===== src/rtl/wbc_pkg.sv =====
package wbc_pkg;

    typedef enum logic [1:0] {
        OP_NONE    = 2'b00,
        OP_TAG_RD  = 2'b01,
        OP_DATA_WR = 2'b10
    } cache_op_e;

    typedef enum logic [2:0] {
        ST_IDLE,
        ST_TAG_CMD,
        ST_TAG_WAIT,
        ST_WR_CMD,
        ST_WR_WAIT
    } seq_state_e;

endpackage


===== src/rtl/wbc_wbuf.sv =====
module wbc_wbuf #(
    parameter int DEPTH  = 4,
    parameter int LINE_W = 16,
    parameter int BEAT_W = 128
) (
    input  logic                  clk,
    input  logic                  rst_n,
    input  logic                  push,
    input  logic [LINE_W-1:0]     push_line,
    input  logic [2*BEAT_W-1:0]   push_data,
    input  logic [1:0]            push_halves,
    input  logic                  pop,
    output logic                  full,
    output logic                  empty,
    output logic [LINE_W-1:0]     head_line,
    output logic [2*BEAT_W-1:0]   head_data,
    output logic [1:0]            head_halves
);
    localparam int PTR_W = $clog2(DEPTH);

    typedef struct packed {
        logic [PTR_W:0] wr_ptr;
        logic [PTR_W:0] rd_ptr;
    } ptr_t;

    ptr_t q, d;
    logic accept;

    logic [LINE_W-1:0]   line_mem   [DEPTH];
    logic [2*BEAT_W-1:0] data_mem   [DEPTH];
    logic [1:0]          halves_mem [DEPTH];

    always_comb begin
        d      = q;
        empty  = (q.wr_ptr == q.rd_ptr);
        full   = (q.wr_ptr[PTR_W] != q.rd_ptr[PTR_W]) &&
                 (q.wr_ptr[PTR_W-1:0] == q.rd_ptr[PTR_W-1:0]);
        accept = push && !full && (push_halves != 2'b00);
        if (accept) begin
            d.wr_ptr = q.wr_ptr + 1'b1;
        end
        if (pop && !empty) begin
            d.rd_ptr = q.rd_ptr + 1'b1;
        end
    end

    always_ff @(posedge clk) begin
        if (!rst_n) begin
            q <= '0;
        end else begin
            q <= d;
        end
    end

    always_ff @(posedge clk) begin
        if (accept) begin
            line_mem[q.wr_ptr[PTR_W-1:0]]   <= push_line;
            data_mem[q.wr_ptr[PTR_W-1:0]]   <= push_data;
            halves_mem[q.wr_ptr[PTR_W-1:0]] <= push_halves;
        end
    end

    assign head_line   = line_mem[q.rd_ptr[PTR_W-1:0]];
    assign head_data   = data_mem[q.rd_ptr[PTR_W-1:0]];
    assign head_halves = halves_mem[q.rd_ptr[PTR_W-1:0]];

endmodule


===== src/rtl/wbc_acc_timer.sv =====
module wbc_acc_timer #(
    parameter int ACC_CYC = 5
) (
    input  logic clk,
    input  logic rst_n,
    input  logic start,
    output logic last
);
    localparam int CNT_W = $clog2(ACC_CYC + 1);

    typedef struct packed {
        logic             active;
        logic [CNT_W-1:0] cnt;
    } tmr_t;

    tmr_t q, d;

    always_comb begin
        d    = q;
        last = q.active && (q.cnt == CNT_W'(ACC_CYC - 1));
        if (start) begin
            d.active = 1'b1;
            d.cnt    = CNT_W'(1);
        end else if (last) begin
            d.active = 1'b0;
            d.cnt    = '0;
        end else if (q.active) begin
            d.cnt = q.cnt + 1'b1;
        end
    end

    always_ff @(posedge clk) begin
        if (!rst_n) begin
            q <= '0;
        end else begin
            q <= d;
        end
    end

endmodule


===== src/rtl/wbc_seq_fsm.sv =====
module wbc_seq_fsm
    import wbc_pkg::*;
#(
    parameter int LINE_W = 16,
    parameter int IDX_W  = 8,
    parameter int BEAT_W = 128
) (
    input  logic                      clk,
    input  logic                      rst_n,
    input  logic                      head_valid,
    input  logic [LINE_W-1:0]         head_line,
    input  logic [2*BEAT_W-1:0]       head_data,
    input  logic [1:0]                head_halves,
    input  logic [LINE_W-IDX_W-1:0]   rd_tag,
    input  logic                      rd_line_vld,
    input  logic                      tmr_last,
    output logic                      cmd_valid,
    output cache_op_e                 cmd_op,
    output logic                      cmd_half,
    output logic [BEAT_W-1:0]         cmd_wdata,
    output logic                      seq_done,
    output logic                      seq_miss
);
    typedef struct packed {
        seq_state_e st;
        logic       half;
    } fsm_t;

    fsm_t q, d;
    logic tag_hit;

    always_comb begin
        d         = q;
        cmd_valid = 1'b0;
        cmd_op    = OP_NONE;
        cmd_half  = 1'b0;
        cmd_wdata = '0;
        seq_done  = 1'b0;
        seq_miss  = 1'b0;
        tag_hit   = rd_line_vld && (rd_tag == head_line[LINE_W-1:IDX_W]);
        case (q.st)
            ST_IDLE: begin
                if (head_valid) begin
                    d.st = ST_TAG_CMD;
                end
            end
            ST_TAG_CMD: begin
                cmd_valid = 1'b1;
                cmd_op    = OP_TAG_RD;
                d.st      = ST_TAG_WAIT;
            end
            ST_TAG_WAIT: begin
                if (tmr_last) begin
                    if (tag_hit) begin
                        d.half = !head_halves[0];
                        d.st   = ST_WR_CMD;
                    end else begin
                        seq_miss = 1'b1;
                        d.st     = ST_IDLE;
                    end
                end
            end
            ST_WR_CMD: begin
                cmd_valid = 1'b1;
                cmd_op    = OP_DATA_WR;
                cmd_half  = q.half;
                cmd_wdata = q.half ? head_data[2*BEAT_W-1:BEAT_W]
                                   : head_data[BEAT_W-1:0];
                d.st      = ST_WR_WAIT;
            end
            ST_WR_WAIT: begin
                if (tmr_last) begin
                    if (!q.half && head_halves[1]) begin
                        d.half = 1'b1;
                        d.st   = ST_WR_CMD;
                    end else begin
                        seq_done = 1'b1;
                        d.half   = 1'b0;
                        d.st     = ST_IDLE;
                    end
                end
            end
            default: d.st = ST_IDLE;
        endcase
    end

    always_ff @(posedge clk) begin
        if (!rst_n) begin
            q <= '{st: ST_IDLE, half: 1'b0};
        end else begin
            q <= d;
        end
    end

endmodule


===== src/rtl/wbc_write_seq.sv =====
module wbc_write_seq
    import wbc_pkg::*;
#(
    parameter int LINE_W  = 16,
    parameter int IDX_W   = 8,
    parameter int BEAT_W  = 128,
    parameter int DEPTH   = 4,
    parameter int ACC_CYC = 5,
    localparam int TAG_W  = LINE_W - IDX_W
) (
    input  logic                  clk,
    input  logic                  rst_n,
    input  logic                  wr_valid,
    input  logic [LINE_W-1:0]     wr_line,
    input  logic [2*BEAT_W-1:0]   wr_data,
    input  logic [1:0]            wr_halves,
    output logic                  wr_full,
    output logic                  cmd_valid,
    output logic [1:0]            cmd_op,
    output logic [LINE_W-1:0]     cmd_line,
    output logic                  cmd_half,
    output logic [BEAT_W-1:0]     cmd_wdata,
    input  logic [TAG_W-1:0]      rd_tag,
    input  logic                  rd_line_vld,
    output logic                  seq_done,
    output logic                  seq_miss
);
    logic                head_empty;
    logic [LINE_W-1:0]   head_line;
    logic [2*BEAT_W-1:0] head_data;
    logic [1:0]          head_halves;
    logic                tmr_last;
    cache_op_e           op_int;

    wbc_wbuf #(
        .DEPTH (DEPTH),
        .LINE_W(LINE_W),
        .BEAT_W(BEAT_W)
    ) u_wbuf (
        .clk        (clk),
        .rst_n      (rst_n),
        .push       (wr_valid),
        .push_line  (wr_line),
        .push_data  (wr_data),
        .push_halves(wr_halves),
        .pop        (seq_done),
        .full       (wr_full),
        .empty      (head_empty),
        .head_line  (head_line),
        .head_data  (head_data),
        .head_halves(head_halves)
    );

    wbc_acc_timer #(
        .ACC_CYC(ACC_CYC)
    ) u_timer (
        .clk  (clk),
        .rst_n(rst_n),
        .start(cmd_valid),
        .last (tmr_last)
    );

    wbc_seq_fsm #(
        .LINE_W(LINE_W),
        .IDX_W (IDX_W),
        .BEAT_W(BEAT_W)
    ) u_fsm (
        .clk        (clk),
        .rst_n      (rst_n),
        .head_valid (!head_empty),
        .head_line  (head_line),
        .head_data  (head_data),
        .head_halves(head_halves),
        .rd_tag     (rd_tag),
        .rd_line_vld(rd_line_vld),
        .tmr_last   (tmr_last),
        .cmd_valid  (cmd_valid),
        .cmd_op     (op_int),
        .cmd_half   (cmd_half),
        .cmd_wdata  (cmd_wdata),
        .seq_done   (seq_done),
        .seq_miss   (seq_miss)
    );

    assign cmd_op   = op_int;
    assign cmd_line = head_line;

endmodule


===== config.mk =====
export PLATFORM = sky130hd
export DESIGN_NAME = wbc_write_seq
export DESIGN_NICKNAME = d
export VERILOG_FILES = /design/src/rtl/wbc_pkg.sv /design/src/rtl/wbc_wbuf.sv /design/src/rtl/wbc_acc_timer.sv /design/src/rtl/wbc_seq_fsm.sv /design/src/rtl/wbc_write_seq.sv
export SDC_FILE = /design/constraint.sdc
export NUM_CORES = 1
export LEC_CHECK = 0
export BUFFER_PORTS_ARGS = -buffer_cell sky130_fd_sc_hd__buf_2
export CAP_MARGIN = 20
export CORE_ASPECT_RATIO = 0.9
export CORE_MARGIN = 2
export CORE_UTILIZATION = 40
export DETAILED_ROUTE_END_ITERATION = 10
export GPL_TIMING_DRIVEN = 0
export PLACE_DENSITY = 0.58
export SLEW_MARGIN = 20
export SYNTH_ARGS = -nofsm -noshare
export SYNTH_HDL_FRONTEND = slang
export SYNTH_SLANG_ARGS = --single-unit
export TNS_END_PERCENT = 20

===== constraint.sdc =====
create_clock -name clk -period 16.9 [get_ports clk]
set_clock_uncertainty 0.1 [all_clocks]
set_input_delay 5.07 -clock clk [delete_from_list [all_inputs] [get_ports clk]]
set_output_delay 5.07 -clock clk [all_outputs]
set_load 0.05 [all_outputs]

==> results of run 1 <==
cells by family (layout without fill, tap and decap cells):
group	after synthesis	in the layout	share of synthesized area (%)
fa+ha+maj	7	7	0.2070
xor+xnor	14	14	0.2898
compound gates	20	20	0.3105
simple gates	184	184	1.816
mux	413	413	17.79
other cells	0	8	0
flops	1112	1112	78.54
buf+inv	104	771	1.047
worst max-delay path by stage:
| stage | depth (start not counted) | slack [ns] | startpoint | endpoint |
|---|---|---|---|---|
| after floorplan | 3 | 4.44 | wr_halves[1] | u_wbuf.data_mem[3][0] |
| after global placement | 4 | -1.52 | wr_halves[0] | u_wbuf.data_mem[3][164] |
| after detailed placement | 8 | 5.22 | rd_tag[1] | seq_miss |
| after CTS | 8 | 5.22 | rd_tag[1] | seq_miss |
| after global routing | 8 | 5.14 | rd_tag[1] | seq_miss |
| final | 8 | 5.21 | rd_tag[1] | seq_miss |
power groups by stage:
| stage | logic (mW) | registers [mW] | clock network [mW] |
|---|---|---|---|
| final | 0.275 | 3.16 | 2.38 |
| after global routing | 0.297 | 3.17 | 2.55 |
| after CTS | 0.280 | 3.16 | 2.44 |
| after detailed placement | 0.279 | 3.22 | 0 |
| after global placement | 0.249 | 3.28 | 0 |
| after floorplan | 0.144 | 3.25 | 0 |
through the flow:
step	TNS [ns]	util, %
finish	0	48.02
detailed placement	0	44.64
CTS	0	48.00
global route	0	48.02
floorplan	0	-
global placement	-1567.34	43.94
worst max-delay path, delay by kind of cell:
family	cells	cell delay, ns
mux	1	0.29
simple gates	3	0.32
buf+inv	2	0.32
compound gates	2	0.52
synthesized netlist by cell type:
cell	n
o21ai_1	1
nand3_1	4
buf_6	2
a21oi_1	7
mux4_2	271
xor2_1	7
buf_1	21
edfxtp_1	1096
or3_1	2
a2111o_1	1
dfxtp_1	16
nand2b_1	4
o31a_1	1
nor4_1	2
buf_2	27
xnor2_1	7
o311a_1	1
nor2b_1	5
nor3_1	3
and3_1	2
ha_1	7
o21ai_0	4
nand2_1	10
mux2_1	1
o21a_1	1
inv_1	8
or3b_1	1
nor2_1	141
and2_1	9
nor3b_1	1
o31ai_1	1
o221ai_1	2
buf_4	1
mux2i_1	139
clkbuf_1	45
a2bb2oi_1	1
mux2_2	2
final cells by class:
| cell class | count | area (µm²) | area share [%] |
|---|---|---|---|
| well taps | 1380 | 1727 | 3.418 |
| inverters | 8 | 30.03 | 0.05944 |
| diodes | 8 | 20.02 | 0.03963 |
| clock buffers | 142 | 2947 | 5.833 |
| clock inverters | 62 | 589.3 | 1.167 |
| flip-flops and latches | 1112 | 33230 | 65.79 |
| multi-input cells | 638 | 8648 | 17.12 |
| repair buffers | 463 | 2903 | 5.746 |
| plain buffers | 96 | 420.4 | 0.8322 |
state kept, by name (all words and copies together), names as in the netlist, named ones only:
signal and cells:
u_fsm.q 4, u_timer.q 4, u_wbuf.data_mem 1024, u_wbuf.halves_mem 8, u_wbuf.line_mem 64, u_wbuf.q 6
per-layer routing:
layer	share of wire, %	GRT usage (%)	wire length [µm]	vias up
met4	2.4	5.020	2353	56
met1	41	23.31	39880	10690
li1	-	-	-	8912
met2	50	29.94	49080	572
met3	6.5	4.970	6412	195
met5	0.35	0	347	-
==> summary.txt, run 1 <==
DR iter-0 viols = 1,439
Wire per inst = 25.09 µm
FILL cells = 8,748
CTS resizes = 0
DP Cell Count = 3,697
Tot Pwr = 5.817 mW
Most frequent cells in the layout = 1,096 x edfxtp_1, 463 x buf_2, 271 x mux4_2
Slew @ Worst Pin = 1.036 ns
Die H = 312.6 µm
Hold path start = u_wbuf.q[5]
CTS Buffer Depth = 3
Vias per cell = 5.226
Power Internal = 4.604 mW
Setup crit end kind = output port
Rel. slew slack = 30.91%
Arr. time, crit path = 6.52 ns
Fin. max-slew vios = 0
DR DRC count = 0
Layout cells sized above 1 = 36.85%
Routed Antenna Nets = 0
Routed WL = 98,070 µm
Initial core utilization = 40.23%
Leak Pwr = 16.44 nW
Grt total ovfl = 0
IO Port Bufs = 436
Worst Hold Class = register to register
DP Area = 0.04696 mm²
Clock H-tree levels = 3
Syn_area_per_cell = 22.82 µm²
Maximum VDD drop = 0.08854 mV
Worst skew pair latency = 0.71 ns
Via count = 20.43k
DP Wirelength = 64,020 µm
Clock transition at path regs = 0.05 ns
Area share of the largest cell type after synthesis = 77.78%
MaxCap Viol Count = 0
Die width = 346.8 µm
Comb pwr share = 4.7%
GRT Util Overall = 18.00%
CP max stage delay = 0.39 ns
Global-route wire length before repair = 142,900 µm
Final WS setup = 5.212 ns
Row cnt = 113
Flops & latches, synth = 1,112
Maximum clock frequency = 85.56 MHz
DIE AREA = 0.1084 mm²
Hold depth = 2
Initial antenna violation count = 45
Critical path, cell by cell = buf_2 -> nand2b_1 -> mux2_1 -> a2bb2oi_1 -> a2111o_1 -> nor3_1 -> nor2_1 -> buf_2
Hold_buf cts = 0
Final setup vio count = 0
CTS buffer count = 113
Syn-to-layout area delta = 19.39%
Top area cells in the synthesized netlist = edfxtp_1 78%, mux4_2 14%, mux2i_1 3.3%, nor2_1 1.3%, dfxtp_1 0.76%
Core Region = 0.1052 mm²
TritonRoute pass-1 iters = 5
Final cell count without fillers = 3,909
NetSw = 1.212 mW
Post-Syn Nets = 2,147
Largest net degree at the start of global routing = 45
Power per cell area = 115.1 mW/mm²
Maximum fanout along the worst path = 4
Final hold vios = 0
YS warnings = 0
Final period util = 69.16%
Crit Path Class = input port to output port
Sequential area share after synthesis = 78.54%
I/O pins = 437
Fin Hold WS = 0.4555 ns
Slowest cell on the critical path = a2111o_1
Clock sink count = 1,112
Synth area leader = edfxtp_1
R2r setup slk = 13.54 ns
Setup fix buffers added after clock tree synthesis = 0
CTS tree = built
Post-place setup slack = 5.223 ns
Reg2Reg Launch Point = u_wbuf.q[4]
Minimum clock period = 11.69 ns
RSZ-0062 raised after global routing = false
Vias in the first global route = 21.72k
R2R depth = 7
WP data required = 11.73 ns
Startpoint Class = input port
Critical R2R Capture = u_wbuf.data_mem[1][39]
Post-synthesis instance area = 0.04231 mm²
Routability Congestion = 0.7420
Netlist cell types = 37
Sw frac = 20.84%
Nets = 2,725
Post-route cell area = 0.05052 mm²
Status = finished clean
Hold Path Sink = u_wbuf.q[5]
CP dominant cell by count = buf_2
Commonest non-fill, non-tap cell in the layout = edfxtp_1
Seq pwr share = 54.4%
Clock network power share = 40.9%
Post-Synthesis Cells = 1,854
CTS root buffer = clkbuf_16
(Power assumes the default switching activity.)
==> run 2: changes to the inputs <==
--- a/config.mk
+++ b/config.mk
@@ -5,6 +5,7 @@
 export SDC_FILE = /design/constraint.sdc
 export NUM_CORES = 1
 export LEC_CHECK = 0
+export ABC_AREA = 1
 export BUFFER_PORTS_ARGS = -buffer_cell sky130_fd_sc_hd__buf_2
 export CAP_MARGIN = 20
 export CORE_ASPECT_RATIO = 0.9
==> constraint.sdc (replaced) <==
create_clock -name clk -period 11.8 [get_ports clk]
set_clock_uncertainty 0.1 [all_clocks]
set_input_delay 3.54 -clock clk [delete_from_list [all_inputs] [get_ports clk]]
set_output_delay 3.54 -clock clk [all_outputs]
set_load 0.05 [all_outputs]
==> run 2 against run 1 <==
Effect of this change:
- register-to-register slack worse by 5.3 ns
- sequential share of layout area down 2.5 points
- cell area up 3.9%
- routed wire length up 29%
- first-iteration DRC count up 98%
- final cell count up 39%
- power up 51%
- die area up 1.8%
- via count up 42%
- setup slack worse by 1.7 ns
- critical path type unchanged
- non-clock buffer count up 164
==> summary.txt, run 2 <==
Clock H-tree levels = 3
DP Wirelength = 85,820 µm
Hold path start = u_timer.q[2]
Slew @ Worst Pin = 1.067 ns
Maximum clock frequency = 120.8 MHz
IO Port Bufs = 436
Commonest non-fill, non-tap cell in the layout = edfxtp_1
Routed WL = 126,800 µm
Top FF cell, synth = edfxtp_1
Final WS setup = 3.518 ns
Wire per inst = 23.31 µm
Vias per cell = 5.319
Fin. max-slew vios = 0
Sequential area share after synthesis = 77.11%
Post-Synthesis Cells = 3,256
CTS Buffer Depth = 3
Power Internal = 6.866 mW
Most frequent cells in the layout = 1,096 x edfxtp_1, 544 x nor2_1, 535 x o21ai_0
DIE AREA = 0.1104 mm²
Flops & latches, synth = 1,112
Post-Syn Nets = 3,549
Final cell count without fillers = 5,439
Clock transition at path regs = 0.06 ns
RSZ-0062 raised after global routing = false
Maximum VDD drop = 0.1289 mV
Clock network power share = 42.1%
R2r setup slk = 8.28 ns
Initial antenna violation count = 64
Multi-input logic area = 0.008781 mm²
Post-synth EDFFs = 1,096
Synth area leader = edfxtp_1
Leak Pwr = 18.93 nW
Arr. time, crit path = 4.64 ns
Most frequent cell after synthesis = edfxtp_1
Setup fix buffers added after clock tree synthesis = 0
Top area cells in the synthesized netlist = edfxtp_1 76%, o21ai_0 6.2%, nor2_1 4.8%, o22ai_1 3.8%, nand2_1 2.9%
Final setup vio count = 0
I/O pins = 437
Nets = 4,162
Comb pwr share = 6.2%
Global-route wire length before repair = 182,600 µm
Setup crit end kind = output port
Final period util = 70.18%
MaxCap Viol Count = 0
Worst Hold Class = register to register
Reg2Reg Launch Point = u_wbuf.q[4]
Seq pwr share = 51.7%
Post-synthesis instance area = 0.04310 mm²
Netlist cell types = 34
Syn_area_per_cell = 13.24 µm²
CTS tree = built
CTS root buffer = clkbuf_16
Commonest cells in the netlist = 1,096 x edfxtp_1, 548 x nor2_1, 535 x o21ai_0
Power per cell area = 167.3 mW/mm²
Maximum fanout along the worst path = 3
FF+latch area = 0.03323 mm²
YS warnings = 0
CTS buffer count = 112
DR iter-0 viols = 2,846
NetSw = 1.909 mW
Hold depth = 2
R2R depth = 11
Largest net degree at the start of global routing = 24
Clock sink count = 1,112
GRT Util Overall = 22.40%
WP data required = 8.16 ns
Sw frac = 21.76%
Routability Congestion = 0.7890
Setup crit start = rd_tag[2]
Layout cells sized above 1 = 18.68%
Routed Antenna Nets = 0
Vias in the first global route = 27.94k
Initial core utilization = 40.23%
FILL cells = 9,311
DP Cell Count = 5,205
Hold_buf cts = 0
Syn-to-layout area delta = 21.74%
Startpoint Class = input port
Status = finished clean
Rel. slew slack = 28.57%
Post-place setup slack = 3.530 ns
Grt total ovfl = 0
Area share of the largest cell type after synthesis = 76.36%
Final hold vios = 0
Crit Path Class = input port to output port
Worst skew pair latency = 0.69 ns
Die H = 315.4 µm
TritonRoute pass-1 iters = 5
Minimum clock period = 8.282 ns
Row cnt = 114
DR DRC count = 0
Die width = 350.0 µm
Largest register FFs = 1,024
Ys async rst share = 0%
Via count = 28.93k
Core Region = 0.1071 mm²
CTS resizes = 0
run 2: cell types whose count changed after synthesis, sizes merged, moves of 7 or more:
cell / previous run / this run
nand2: 10 / 331
nor2: 141 / 551
clkbuf: 45 / 156
mux2i: 139 / 0
buf: 51 / 68
nand3: 4 / 155
o21ai: 5 / 536
a21oi: 7 / 14
o22ai: 0 / 265
inv: 8 / 42
and2: 9 / 0
mux4: 271 / 0
run 2: final cells by class:
| type | instances | area share [%] |
|---|---|---|
| repair buffers | 499 | 6.934 |
| well taps | 1450 | 3.458 |
| multi-input cells | 1878 | 16.74 |
| clock buffers | 134 | 5.659 |
| clock inverters | 77 | 1.636 |
| inverters | 42 | 0.3100 |
| diodes | 23 | 0.1097 |
| plain buffers | 224 | 1.824 |
| flip-flops and latches | 1112 | 63.33 |
run 2: cell families after synthesis:
logic type | share of synthesized area [%]
buf+inv | 2.590
xor+xnor | 0.08130
simple gates | 9.699
fa+ha+maj | 0.2032
flops | 77.11
compound gates | 10.32
run 2: worst max-delay path, cell delays in order:
cell	delay, ns
buf_2	0.10
xor2_1	0.24
nand2_1	0.10
nor2_2	0.20
nand2_1	0.07
nand2_1	0.10
nor2_1	0.06
buf_2	0.22
run 2: worst paths after layout:
check                       endpoint
max                         seq_miss
min                     u_timer.q[2]
max reg2reg  u_wbuf.data_mem[1][204]
min reg2reg             u_timer.q[2]
run 2: power groups by stage:
stage          clock network, mW  registers (mW)  logic (mW)
6_report                    3.70            4.53       0.547
5_1_grt                     3.90            4.54       0.590
4_1_cts                     3.76            4.53       0.549
3_5_place_dp                   0            4.62       0.548
3_3_place_gp                   0            4.74       0.485
2_1_floorplan                  0            4.68       0.288
run 2: layer usage:
metal | vias up | part of all wire, % | track usage (%)
met2 | 1047 | 47 | 36.27
met1 | 14260 | 42 | 30.58
met5 | - | 0.23 | 0
met3 | 266 | 7.4 | 4.677
li1 | 13310 | - | -
met4 | 50 | 3.0 | 6.671
run 2: through the flow:
stage               setup TNS (ns)  total power, mW  utilization, %  hold WS, ns  area, µm²
floorplan                 -3610.49            4.966               -       0.3421      43100
CTS                              0            8.843           48.93       0.3717      52410
detailed placement               0            5.165           45.36       0.3624      48590
global route                     0            9.032           48.96       0.3978      52450
finish                           0            8.776           48.98       0.3712      52470
global placement                 -            5.224           43.97       0.3509      47100
==> run 3: changes to the inputs <==
--- a/config.mk
+++ b/config.mk
@@ -13,7 +13,7 @@
 export CORE_UTILIZATION = 40
 export DETAILED_ROUTE_END_ITERATION = 10
 export GPL_TIMING_DRIVEN = 0
-export PLACE_DENSITY = 0.58
+export PLACE_DENSITY = 0.6
 export SLEW_MARGIN = 20
 export SYNTH_ARGS = -nofsm -noshare
 export SYNTH_HDL_FRONTEND = slang
==> constraint.sdc (replaced) <==
create_clock -name clk -period 7.45 [get_ports clk]
set_clock_uncertainty 0.1 [all_clocks]
set_input_delay 2.235 -clock clk [delete_from_list [all_inputs] [get_ports clk]]
set_output_delay 2.235 -clock clk [all_outputs]
set_load 0.05 [all_outputs]
==> run 3 against run 2 <==
Effect of this change:
- combinational power grew 60%
- register-to-register slack lost 4.2 ns
- sequential share of layout area grew 0.21 points
- clock power grew 49%
- non-clock buffer count is the same
- via count is essentially flat
- cell area shrank 0.32%
- first-iteration DRC count grew 0.88%
- hold slack lost 0.0019 ns
- utilization shrank 0.16 points
- setup slack lost 2.4 ns
- critical path type is now register to output port
- critical endpoint is now cmd_wdata[17]
- highest routed layer unchanged
==> summary.txt, run 3 (synthesis results as in run 2) <==
Status = finished clean
Final period util = 84.85%
GRT Util Overall = 22.13%
MaxCap Viol Count = 0
Arr. time, crit path = 3.99 ns
Fin Hold WS = 0.3693 ns
Wire per inst = 23.08 µm
Largest net degree at the start of global routing = 23
Power Internal = 10.56 mW
Syn-to-layout area delta = 21.35%
Worst Hold Class = register to register
Power per cell area = 259.7 mW/mm²
RSZ-0062 raised after global routing = false
Maximum clock frequency = 158.2 MHz
Worst skew pair latency = 0.71 ns
Clock network power share = 40.7%
Sw frac = 22.25%
Core Region = 0.1071 mm²
CTS Buffer Depth = 3
DR DRC count = 0
Global-route wire length before repair = 180,400 µm
Clock H-tree levels = 3
Post-route cell area = 0.05230 mm²
DR iter-0 viols = 2,871
Die H = 315.4 µm
Crit Path Class = register to output port
Comb pwr share = 6.4%
DP Area = 0.04863 mm²
Nets = 4,164
Slowest cell on the critical path = buf_2
Rel. slew slack = 29.13%
Routed WL = 125,500 µm
CTS resizes = 0
Setup crit end kind = output port
Via count = 28.92k
Fin. max-slew vios = 0
Initial antenna violation count = 56
Minimum clock period = 6.321 ns
Startpoint Class = register
CP dominant cell by count = buf_2
Routed Antenna Nets = 0
Die width = 350.0 µm
CTS root buffer = clkbuf_16
NetSw = 3.022 mW
Leak Pwr = 18.84 nW
Vias per cell = 5.318
DIE AREA = 0.1104 mm²
I/O pins = 437
IO Port Bufs = 436
CP max stage delay = 0.64 ns
Clock sink count = 1,112
Vias in the first global route = 27.66k
Maximum fanout along the worst path = 10
Tot Pwr = 13.58 mW
Initial core utilization = 40.23%
Final setup vio count = 0
Layout cells sized above 1 = 18.46%
Slew @ Worst Pin = 1.058 ns
WP data required = 5.12 ns
Post-place setup slack = 1.671 ns
Grt total ovfl = 0
Largest register FFs = 1,024
Routability Congestion = 0.7940
Final WS setup = 1.129 ns
TritonRoute pass-1 iters = 5
CTS buffer count = 114
Critical path, cell by cell = inv_1 -> nor3_2 -> inv_1 -> nor2_1 -> buf_2 -> buf_2 -> nand2_1 -> nand2_1 -> buf_2
Row cnt = 114
Seq pwr share = 52.9%
DP Wirelength = 85,840 µm
Commonest non-fill, non-tap cell in the layout = edfxtp_1
Clock transition at path regs = 0.06 ns
Setup fix buffers added after clock tree synthesis = 0
Hold_buf cts = 0
Most frequent cells in the layout = 1,096 x edfxtp_1, 544 x nor2_1, 535 x o21ai_0
CTS tree = built
Maximum VDD drop = 0.1932 mV
Final hold vios = 0
==> run 3: cell count changes in the layout (fill, tap and decap cells not counted) <==
| cell | before | now |
|---|---|---|
| buf_12 | 37 | 28 |
| buf_16 | 26 | 33 |
| buf_8 | 0 | 2 |
| bufinv_16 | 19 | 8 |
| clkbuf_1 | 170 | 179 |
| clkbuf_16 | 115 | 118 |
| clkbuf_2 | 3 | 4 |
| clkbuf_8 | 2 | 0 |
| clkinv_1 | 28 | 27 |
| clkinv_16 | 0 | 1 |
| diode_2 | 23 | 24 |
| inv_16 | 0 | 1 |
| inv_6 | 7 | 5 |
==> run 3: layout make-up <==
class / instances / area, µm²
Sequential cell: 1112 / 33230
Timing Repair Buffer: 499 / 3681
Clock buffer: 145 / 3054
Fill cell: 9368 / 54820
Clock inverter: 65 / 556.8
Multi-Input combinational cell: 1878 / 8781
Tap cell: 1450 / 1814
Antenna cell: 24 / 60.06
Buffer: 224 / 958.4
Inverter: 42 / 162.7
==> run 3: layer usage <==
metal,part of all wire [%],vias to the layer above,track usage [%]
met5,0.26,-,0
met4,2.3,50,6.113
met3,7.9,225,5.083
met2,48,1077,35.62
met1,42,14260,30.30
li1,-,13310,-
==> run 3: worst paths after layout <==
path	startpoint	cells after the start	slack [ns]	end
setup / recovery	u_fsm.q[1]	9	1.13	cmd_wdata[17]
hold reg to reg	u_timer.q[2]	2	0.37	u_timer.q[2]
setup reg to reg	u_wbuf.q[4]	11	4.06	u_wbuf.data_mem[2][223]
hold / removal	u_timer.q[2]	2	0.37	u_timer.q[2]
==> run 3: through the flow <==
stage          utilization [%]  setup TNS, ns  std cells
2_1_floorplan                -       -3086.60       3256
3_3_place_gp             43.97       -9727.67       5142
3_5_place_dp             45.40              0       5205
4_1_cts                  48.77              0       5415
5_1_grt                  48.80              0       5430
6_report                 48.82              0       5439
==> run 3: power by group through the flow <==
stage | logic [mW] | clock network (mW) | registers, mW
final | 0.873 | 5.53 | 7.18
after global routing | 0.940 | 5.86 | 7.20
after CTS | 0.877 | 5.61 | 7.18
after detailed placement | 0.874 | 0 | 7.31
after global placement | 0.769 | 0 | 7.43
after floorplan | 0.457 | 0 | 7.37
==> run 3: critical path, delay by kind of cell (launching register included) <==
family                 cells  cell delay (ns)
buffers and inverters      5             1.56
flip-flops                 1             0.36
AND/OR/NAND/NOR            4             1.36
